===== src/rtl/dspc_pkg.sv =====
package dspc_pkg;
  localparam int NSRC    = 3;          // audio, aux, dsp
  localparam int B_RST   = 0;
  localparam int B_ASRT  = 1;
  localparam int B_HALT  = 2;
  localparam int B_BUSY  = 9;
  localparam int B_INIT  = 11;
  localparam logic [15:0] PAD_MASK = 16'hF400;

  typedef logic [15:0] half_t;

  function automatic int flag_pos(input int src);
    return 3 + 2 * src;
  endfunction

  function automatic int mask_pos(input int src);
    return 4 + 2 * src;
  endfunction
endpackage


===== src/rtl/dspc_bridge.sv =====
module dspc_bridge #(
  parameter int AW = 4
) (
  input  logic          clk,
  input  logic          rst_n,
  input  logic          hst_req,
  input  logic          hst_we,
  input  logic          hst_wide,
  input  logic [AW-1:0] hst_addr,
  input  logic [31:0]   hst_wdata,
  input  dspc_pkg::half_t rd16,
  output logic          acc_vld,
  output logic          acc_we,
  output logic [AW-1:0] acc_addr,
  output dspc_pkg::half_t acc_wdata,
  output logic          hst_busy,
  output logic          hst_rvalid,
  output logic [31:0]   hst_rdata
);
  import dspc_pkg::*;

  localparam logic [AW-1:0] HALF_STEP = AW'(2);

  logic          pend_q, pend_d;
  logic          pwe_q;
  logic [AW-1:0] paddr_q;
  half_t         pdata_q, hi_q;
  logic          rv_q, rv_d;
  logic [31:0]   rdata_q, rdata_d;
  logic          start_wide;

  // beat selection: pending low half has priority, new requests wait
  always_comb begin
    if (pend_q) begin
      acc_vld   = 1'b1;
      acc_we    = pwe_q;
      acc_addr  = paddr_q;
      acc_wdata = pdata_q;
    end else begin
      acc_vld   = hst_req;
      acc_we    = hst_we;
      acc_addr  = hst_addr;
      acc_wdata = hst_wide ? hst_wdata[31:16] : hst_wdata[15:0];
    end
  end

  always_comb begin
    start_wide = !pend_q && hst_req && hst_wide;
    pend_d     = start_wide;
    rv_d       = acc_vld && !acc_we && (pend_q || !hst_wide);
    rdata_d    = pend_q ? {hi_q, rd16} : {16'h0000, rd16};
  end

  always_ff @(posedge clk or negedge rst_n) begin
    if (!rst_n) begin
      pend_q <= 1'b0;
      rv_q   <= 1'b0;
    end else begin
      pend_q <= pend_d;
      rv_q   <= rv_d;
    end
  end

  always_ff @(posedge clk) begin
    if (start_wide) begin
      pwe_q   <= hst_we;
      paddr_q <= hst_addr + HALF_STEP;
      pdata_q <= hst_wdata[15:0];
      hi_q    <= rd16;
    end
    if (rv_d) begin
      rdata_q <= rdata_d;
    end
  end

  assign hst_busy   = pend_q;
  assign hst_rvalid = rv_q;
  assign hst_rdata  = rdata_q;
endmodule


===== src/rtl/dspc_ctrl.sv =====
module dspc_ctrl (
  input  logic            clk,
  input  logic            rst_n,
  input  logic            wr_en,
  input  dspc_pkg::half_t wdata,
  input  logic [2:0]      ev_set,
  input  logic            busy_in,
  output dspc_pkg::half_t rd_view,
  output logic            irq,
  output logic            adma_clr,
  output logic            pad_err,
  output logic            rst_o,
  output logic            asrt_o,
  output logic            halt_o,
  output logic            init_o
);
  import dspc_pkg::*;

  logic [NSRC-1:0] flag_q, flag_d, mask_q, mask_d;
  logic [3:0]      cbit_q, cbit_d;   // {init, halt, asrt, rst}
  logic            perr_q, perr_d;

  for (genvar s = 0; s < NSRC; s++) begin : g_src
    always_comb begin
      flag_d[s] = (flag_q[s] && !(wr_en && wdata[flag_pos(s)])) || ev_set[s];
      mask_d[s] = wr_en ? wdata[mask_pos(s)] : mask_q[s];
    end
  end

  always_comb begin
    cbit_d   = wr_en ? {wdata[B_INIT], wdata[B_HALT], wdata[B_ASRT], wdata[B_RST]}
                     : cbit_q;
    perr_d   = wr_en && ((wdata & PAD_MASK) != 16'h0000);
    adma_clr = wr_en && wdata[B_RST];
  end

  always_ff @(posedge clk or negedge rst_n) begin
    if (!rst_n) begin
      flag_q <= '0;
      mask_q <= '0;
      cbit_q <= '0;
      perr_q <= 1'b0;
    end else begin
      flag_q <= flag_d;
      mask_q <= mask_d;
      cbit_q <= cbit_d;
      perr_q <= perr_d;
    end
  end

  always_comb begin
    rd_view         = '0;
    rd_view[B_RST]  = cbit_q[0];
    rd_view[B_ASRT] = cbit_q[1];
    rd_view[B_HALT] = cbit_q[2];
    rd_view[B_INIT] = cbit_q[3];
    rd_view[B_BUSY] = busy_in;
    for (int s = 0; s < NSRC; s++) begin
      rd_view[flag_pos(s)] = flag_q[s];
      rd_view[mask_pos(s)] = mask_q[s];
    end
  end

  assign irq     = |(flag_q & mask_q);
  assign pad_err = perr_q;
  assign rst_o   = cbit_q[0];
  assign asrt_o  = cbit_q[1];
  assign halt_o  = cbit_q[2];
  assign init_o  = cbit_q[3];
endmodule


===== src/rtl/dspc_adma_reg.sv =====
module dspc_adma_reg (
  input  logic            clk,
  input  logic            rst_n,
  input  logic            wr_en,
  input  logic            clr,
  input  dspc_pkg::half_t wdata,
  output dspc_pkg::half_t q
);
  import dspc_pkg::*;

  half_t q_r, q_d;
  logic  en;

  always_comb begin
    en  = wr_en || clr;
    q_d = clr ? 16'h0000 : wdata;
  end

  always_ff @(posedge clk or negedge rst_n) begin
    if (!rst_n) q_r <= '0;
    else if (en) q_r <= q_d;
  end

  assign q = q_r;
endmodule


===== src/rtl/dspc_top.sv =====
module dspc_top #(
  parameter int AW       = 4,
  parameter int ADMA_OFS = 0,
  parameter int CTRL_OFS = 2
) (
  input  logic          clk,
  input  logic          rst_n,
  input  logic          hst_req,
  input  logic          hst_we,
  input  logic          hst_wide,
  input  logic [AW-1:0] hst_addr,
  input  logic [31:0]   hst_wdata,
  output logic          hst_busy,
  output logic          hst_rvalid,
  output logic [31:0]   hst_rdata,
  input  logic          ev_audio,
  input  logic          ev_aux,
  input  logic          ev_dsp,
  input  logic          aux_busy,
  output logic          irq,
  output logic          dsp_reset,
  output logic          dsp_assert,
  output logic          dsp_halt,
  output logic          dsp_init,
  output logic          pad_err,
  output logic [15:0]   adma_ctrl
);
  import dspc_pkg::*;

  localparam logic [AW-1:0] A_ADMA = AW'(ADMA_OFS);
  localparam logic [AW-1:0] A_CTRL = AW'(CTRL_OFS);

  logic          acc_vld, acc_we;
  logic [AW-1:0] acc_addr;
  half_t         acc_wdata, rd16, ctrl_rd, adma_q;
  logic          ctrl_wr, adma_wr, adma_clr;

  always_comb begin
    ctrl_wr = acc_vld && acc_we && (acc_addr == A_CTRL);
    adma_wr = acc_vld && acc_we && (acc_addr == A_ADMA);
    if (acc_addr == A_CTRL)      rd16 = ctrl_rd;
    else if (acc_addr == A_ADMA) rd16 = adma_q;
    else                         rd16 = '0;
  end

  dspc_bridge #(.AW(AW)) u_bridge (
    .clk(clk), .rst_n(rst_n),
    .hst_req(hst_req), .hst_we(hst_we), .hst_wide(hst_wide),
    .hst_addr(hst_addr), .hst_wdata(hst_wdata), .rd16(rd16),
    .acc_vld(acc_vld), .acc_we(acc_we), .acc_addr(acc_addr),
    .acc_wdata(acc_wdata), .hst_busy(hst_busy),
    .hst_rvalid(hst_rvalid), .hst_rdata(hst_rdata)
  );

  dspc_ctrl u_ctrl (
    .clk(clk), .rst_n(rst_n), .wr_en(ctrl_wr), .wdata(acc_wdata),
    .ev_set({ev_dsp, ev_aux, ev_audio}), .busy_in(aux_busy),
    .rd_view(ctrl_rd), .irq(irq), .adma_clr(adma_clr), .pad_err(pad_err),
    .rst_o(dsp_reset), .asrt_o(dsp_assert), .halt_o(dsp_halt), .init_o(dsp_init)
  );

  dspc_adma_reg u_adma (
    .clk(clk), .rst_n(rst_n), .wr_en(adma_wr), .clr(adma_clr),
    .wdata(acc_wdata), .q(adma_q)
  );

  assign adma_ctrl = adma_q;
endmodule


===== config.mk =====
export PLATFORM = sky130hd
export DESIGN_NAME = dspc_top
export DESIGN_NICKNAME = d
export VERILOG_FILES = /design/src/rtl/dspc_pkg.sv /design/src/rtl/dspc_bridge.sv /design/src/rtl/dspc_ctrl.sv /design/src/rtl/dspc_adma_reg.sv /design/src/rtl/dspc_top.sv
export SDC_FILE = /design/constraint.sdc
export NUM_CORES = 1
export LEC_CHECK = 0
export ABC_CLOCK_PERIOD_IN_PS = 4800
export BUFFER_PORTS_ARGS = -buffer_cell sky130_fd_sc_hd__buf_2
export CAP_MARGIN = 5
export CORE_MARGIN = 1
export CORE_UTILIZATION = 52
export DETAILED_ROUTE_END_ITERATION = 6
export GPL_TIMING_DRIVEN = 0
export MAX_ROUTING_LAYER = met4
export PLACE_DENSITY = 0.79
export SYNTH_ARGS = -nofsm -noshare
export SYNTH_HDL_FRONTEND = slang
export SYNTH_SLANG_ARGS = --single-unit

===== constraint.sdc =====
create_clock -name clk -period 4.8 [get_ports clk]
set_clock_uncertainty 0.2 [all_clocks]
set_input_delay 0.24 -clock clk [delete_from_list [all_inputs] [get_ports clk]]
set_output_delay 0.24 -clock clk [all_outputs]
set_load 0.03 [all_outputs]

## After elaboration in Yosys (flattened, before gate mapping)

Cells that the tools add are included.
W data, S select, Z words.

- Register bits after elaboration: 98
- Bits of input ports: 45
- Output and inout port bits: 56
- Word-level logic and storage cells: 53

- Add/subtract/negate cells: 1
- Equality and inequality tests: 1
- Muxes and demuxes: 8
- Bitwise operators: 1
- Reductions and logical operators: 29

Operators by type and width:

| kind | number |
|---|---|
| $mux W16 | 5 |
| $reduce_bool A16 Y1 | 1 |
| $logic_and A1 B1 Y1 | 15 |
| $logic_not A1 Y1 | 6 |
| $logic_or A1 B1 Y1 | 5 |
| $add A4 B2 Y4 const B | 1 |
| $eq A4 B2 Y1 const B | 1 |
| $logic_not A4 Y1 | 1 |
| $mux W4 | 1 |
| $and A3 B3 Y3 | 1 |
| $reduce_or A3 Y1 | 1 |
| $mux W1 | 2 |

## Logic depth before layout (Yosys ltp)

- Word-level depth: 7
- Gate-level depth with buffers: 6
- Mapped depth without buffers: 4

## Modules after synthesis

From an unflattened synthesis, not the netlist that was laid out.

- Cell total of the unflattened synthesis: 291
- Area total of the unflattened synthesis: 4131.5 sq um

By module, submodules not included:

| module | instances | cells each | area each (sq um) | seq. area each (sq um) |
|---|---|---|---|---|
| dspc_bridge | 1 | 157 | 2681.3 | 2122.0 |
| dspc_adma_reg | 1 | 52 | 660.6 | 400.4 |
| dspc_ctrl | 1 | 41 | 506.7 | 275.3 |
| dspc_top | 1 | 41 | 282.8 | 0.0 |

## Worst setup path after synthesis

Ideal clock, no wire load.

- Path kind: reg2reg
- Start: register u_bridge.pend_q, in the netlist u_bridge.hst_busy
- End: register u_bridge.rdata_q[0], in the netlist u_bridge.hst_rdata[0], enable pin
- Setup time: 468 ps
- Arrival time: 3164 ps
- Data required time: 4132 ps
- Slack: 969 ps
- Stages on the path, launching flop included: 3
- Buffers on the path: 0
- Clock period less this slack: 3831 ps
- Path through: dfrtp_1 inv_2 o21ai_0

- Word-level cells in the longest chain between the ends: 4
- Elaborated cells between the ends (all ways): 6
- Those cells by class: 2 x mux; 4 x reduce/logical

Ends and longest elaborated chain:

| item | line | source |
|---|---|---|
| start, declared | dspc_bridge.sv:24 | `logic pend_q, pend_d;` |
| start signal, assigned | dspc_bridge.sv:59 | `pend_q <= pend_d;` |
| $mux W1 | dspc_bridge.sv:34 | `if (pend_q) begin` |
| $logic_not A1 Y1 | dspc_bridge.sv:50 | `rv_d = acc_vld && !acc_we && (pend_q \|\| !hst_wide);` |
| $logic_and A1 B1 Y1 | dspc_bridge.sv:50 |  |
| $logic_and A1 B1 Y1 (*) | dspc_bridge.sv:50 |  |
| net u_bridge.rv_d | dspc_bridge.sv:28 | `logic rv_q, rv_d;` |
| end signal, assigned | dspc_bridge.sv:72 | `rdata_q <= rdata_d;` |
| end, declared | dspc_bridge.sv:29 | `logic [31:0] rdata_q, rdata_d;` |

Mark *: on every way through the listed nets, which the timed path passes. The rest lies on a longest branch.
A chain may end at the register's enable or synchronous reset.

## Worst setup path after layout

- Start: register u_bridge.pend_q, in the netlist u_bridge.hst_busy
- End: register u_bridge.rdata_q[11], in the netlist u_bridge.hst_rdata[11], enable pin

The elaborated chain is that of the path after synthesis.

==> summary.md <==
| Metric | Value |
|---|---|
| TritonCTS buffer count | 9 |
| Die width | 88.2 µm |
| Pwr/cell area | 377 nW/µm² |
| IR drop worst, VDD | 0.000183 V |
| H-Tree Depth | 3 |
| Largest net degree at the start of global routing | 39 |
| Post-synth EDFFs | 69 |
| Final worst path period need | 2240 ps |
| Dpl ws | about 2600 ps |
| Antenna violations before repair | 0 |
| Clock power share | 24.9% |
| Root Buffer | clkbuf_8 |
| Synth Flop Type | edfxtp_1 |
| Switching part of the total | 29.8% |
| Total grt overflow | 0 |
| Period utilization | 46.7% |
| Routed WL per cell | 15.3 µm |
| CP top delay family | simple AND/OR/NAND/NOR gates |
| Non-filler cells, final | 483 |
| ANT nets after route | 0 |
| Cell Int Power | 1.30 mW |
| Total global-route track usage | 21.3% |
| Fin. max-slew vios | 0 |
| Largest stage delay on the critical path | slightly above 700 ps |
| RSZ-0062 raised after global routing | false |
| Max cap viols | 0 |
| Yosys top cell by area | edfxtp_1 |
| Synth top area share | 53.7% |
| Post-synth cell types | 35 |
| Core Rows | 31 |
| Hold Path Class | in -> reg |
| Routed Wire Length | 7410 µm |
| Via count | 2423 |
| Syn Std Cell Area | 3860 µm² |
| Crit path DAT | 2090 ps |
| Post-CTS Hold Fix Bufs | 25 |
| Resized cells post-CTS | 0 |
| Syn Nets | a little under 300 |
| Via/cell ratio | 5.02 |
| CTS max path bufs | 2 |
| Die Ht | 88.2 µm |
| Post-synthesis sequential area ratio | 72.5% |
| Fin nets | between 400 and 500 |
| CP startpoint kind | register |
| Comb power frac | 19.3% |
| 1st-iter DRT viols | 189 |
| Fmax | 446 MHz |
| Clk sinks | between 90 and 100 |
| Max_slew headroom | 42.0% |
| Mean Syn Cell Area | roughly 16 µm² |
| PortBufs | 99 |
| CP Capture Type | register |
| Routability cong. | 0.796 |
| Leak pwr | approximately 2.1 nW |
| TritonRoute pass-1 iters | 4 |
| Setup Fix Bufs, Post-CTS | 0 |
| Final Setup Violations | 0 |
| Core area | between 7000 and 8000 µm² |
| CP cell instances | buf_4 -> or4b_2 -> o21ai_4 -> buf_12 |
| Register share of total power | 55.7% |
| Fin Setup TNS | 0 ps |
| Ys Warns | 0 |
| Post-DP HPWL | 5130 µm |
| Final setup margin | 2560 ps |
| Layout cells sized above 1 | around 36% |
| Vias in the first global route | 2300 |
| CP required | 4650 ps |
| Synth-to-layout area growth | 27.7% |
| DRC | 0 |
| Critical Path Fanout Max | 33 |
| CTS clk-pin slew, worst paths | 90 ps |
| Die area | between 7000 and 8000 µm² |
| Syn Inst Count | 243 |
| WS Path Type | reg -> reg |
| Commonest cells post-synth | edfxtp_1, dfrtp_1, and2_1 |
| CTS tree | done |
| Slowest-stage cell, CP | or4b_2 |
| Placed Cells | about 440 |
| Antenna cell count | 0 |
| Tightest Pin Transition | between 800 and 900 ps |
| Final Hold Vio Count | 0 |
| Starting Density | 53.5% |
| Flops & latches, synth | 98 |
| Synth top area cells | edfxtp_1, dfrtp_1, mux2i_1, and2_1, o2bb2ai_1 |
| Hold_ws | ~12 ps |
| Io pins | 101 |
| Sw Pwr | around 550 µW |
| Clk_lat worst skew | 350 ps |
| FFs w/ async S/R, synth | 29.6% |
| First-pass GRT wire length | roughly 12000 µm |
| Status | complete, no violations |
| Crit path buf inv count | 2 |
| Count leader, synth | edfxtp_1 |
[layout by cell type (no fill, tap or decap), types with 3 or more instances in the layout]
master,count
a21oi_1,9
a22o_1,11
and2_1,21
buf_2,104
clkbuf_1,4
clkbuf_8,9
dfrtp_1,29
dlygate4sd3_1,25
edfxtp_1,69
mux2_2,7
mux2i_1,17
nand2_1,7
nand2b_1,3
nor2_1,13
o21ai_0,3
o21ai_1,6
o2bb2ai_1,15
[stage by stage]
step	utilization [%]	power, mW	instance area [µm²]
2_1_floorplan	-	1.27	3860
3_3_place_gp	62.1	1.39	4480
3_5_place_dp	62.5	1.40	4510
4_1_cts	68.3	1.86	4930
5_1_grt	68.3	1.93	4930
6_report	68.3	1.86	4930
[power by group through the flow]
stage / Clock, mW / Combinational [mW] / Sequential (mW)
floorplan: 0 / 0.112 / 1.16
global placement: 0 / 0.335 / 1.05
detailed placement: 0 / 0.346 / 1.05
CTS: 0.469 / 0.362 / 1.03
global route: 0.501 / 0.384 / 1.04
finish: 0.463 / 0.359 / 1.03
[flip-flops by register name (all words and copies together), names as in the netlist]
register / count
u_ctrl.flag_q: 3
u_ctrl.pad_err: 1
u_adma.q: 16
u_bridge.hi_q: 16
u_bridge.hst_rvalid: 1
u_ctrl.cbit_q: 4
u_bridge.pdata_q: 16
u_bridge.hst_rdata: 32
u_bridge.paddr_q: 4
u_bridge.hst_busy: 1
u_bridge.pwe_q: 1
u_ctrl.mask_q: 3
[per-layer routing]
| layer | part of all wire (%) | track usage [%] | routed length, µm | vias up |
|---|---|---|---|---|
| met5 | 0 | - | 0 | - |
| met1 | 43 | 27.3 | 3220 | 1131 |
| li1 | - | - | - | 1197 |
| met3 | 5.8 | 4.62 | 428 | 8 |
| met4 | 1.1 | 7.48 | 85 | 0 |
| met2 | 50 | 33.8 | 3680 | 87 |
[final timing paths]
kind / start / endpoint / slack [ps] / cells after the start
setup reg to reg: u_bridge.hst_busy / u_bridge.hst_rdata[11] / 2560 / 4
hold / removal: hst_addr[3] / u_bridge.paddr_q[3] / 10 / 2
setup / recovery: u_bridge.hst_busy / u_bridge.hst_rdata[11] / 2560 / 4
hold reg to reg: u_ctrl.cbit_q[3] / u_ctrl.cbit_q[3] / 310 / 2
max in group asynchronous: rst_n / u_ctrl.cbit_q[3] / 3750 / 2
min in group asynchronous: rst_n / u_bridge.hst_busy / 230 / 2
[layout make-up]
cell class / count / area (µm²)
well taps: 99 / 124
flip-flops and latches: 98 / 2800
multi-input cells: 131 / 1000
plain buffers: 11 / 62.6
clock inverters: 6 / 41.3
inverters: 3 / 11.3
clock buffers: 10 / 128
repair buffers: 125 / 766
fillers: 551 / 2280
[kinds of logic (layout without fill, tap and decap cells)]
kind of cell               after synthesis  in the layout  share of synthesized area [%]
xor gates and xnor gates                 1              1                          0.227
muxes                                   25             25                           6.74
adders and majority gates                1              1                          0.324
AOI/OAI and AO/OA                       52             52                           10.4
buffers and inverters                   14            155                           1.91
DFF                                     98             98                           72.5
and+or+nand+nor                         52             52                           7.94
Note: power is estimated with default switching activity, not from simulation.
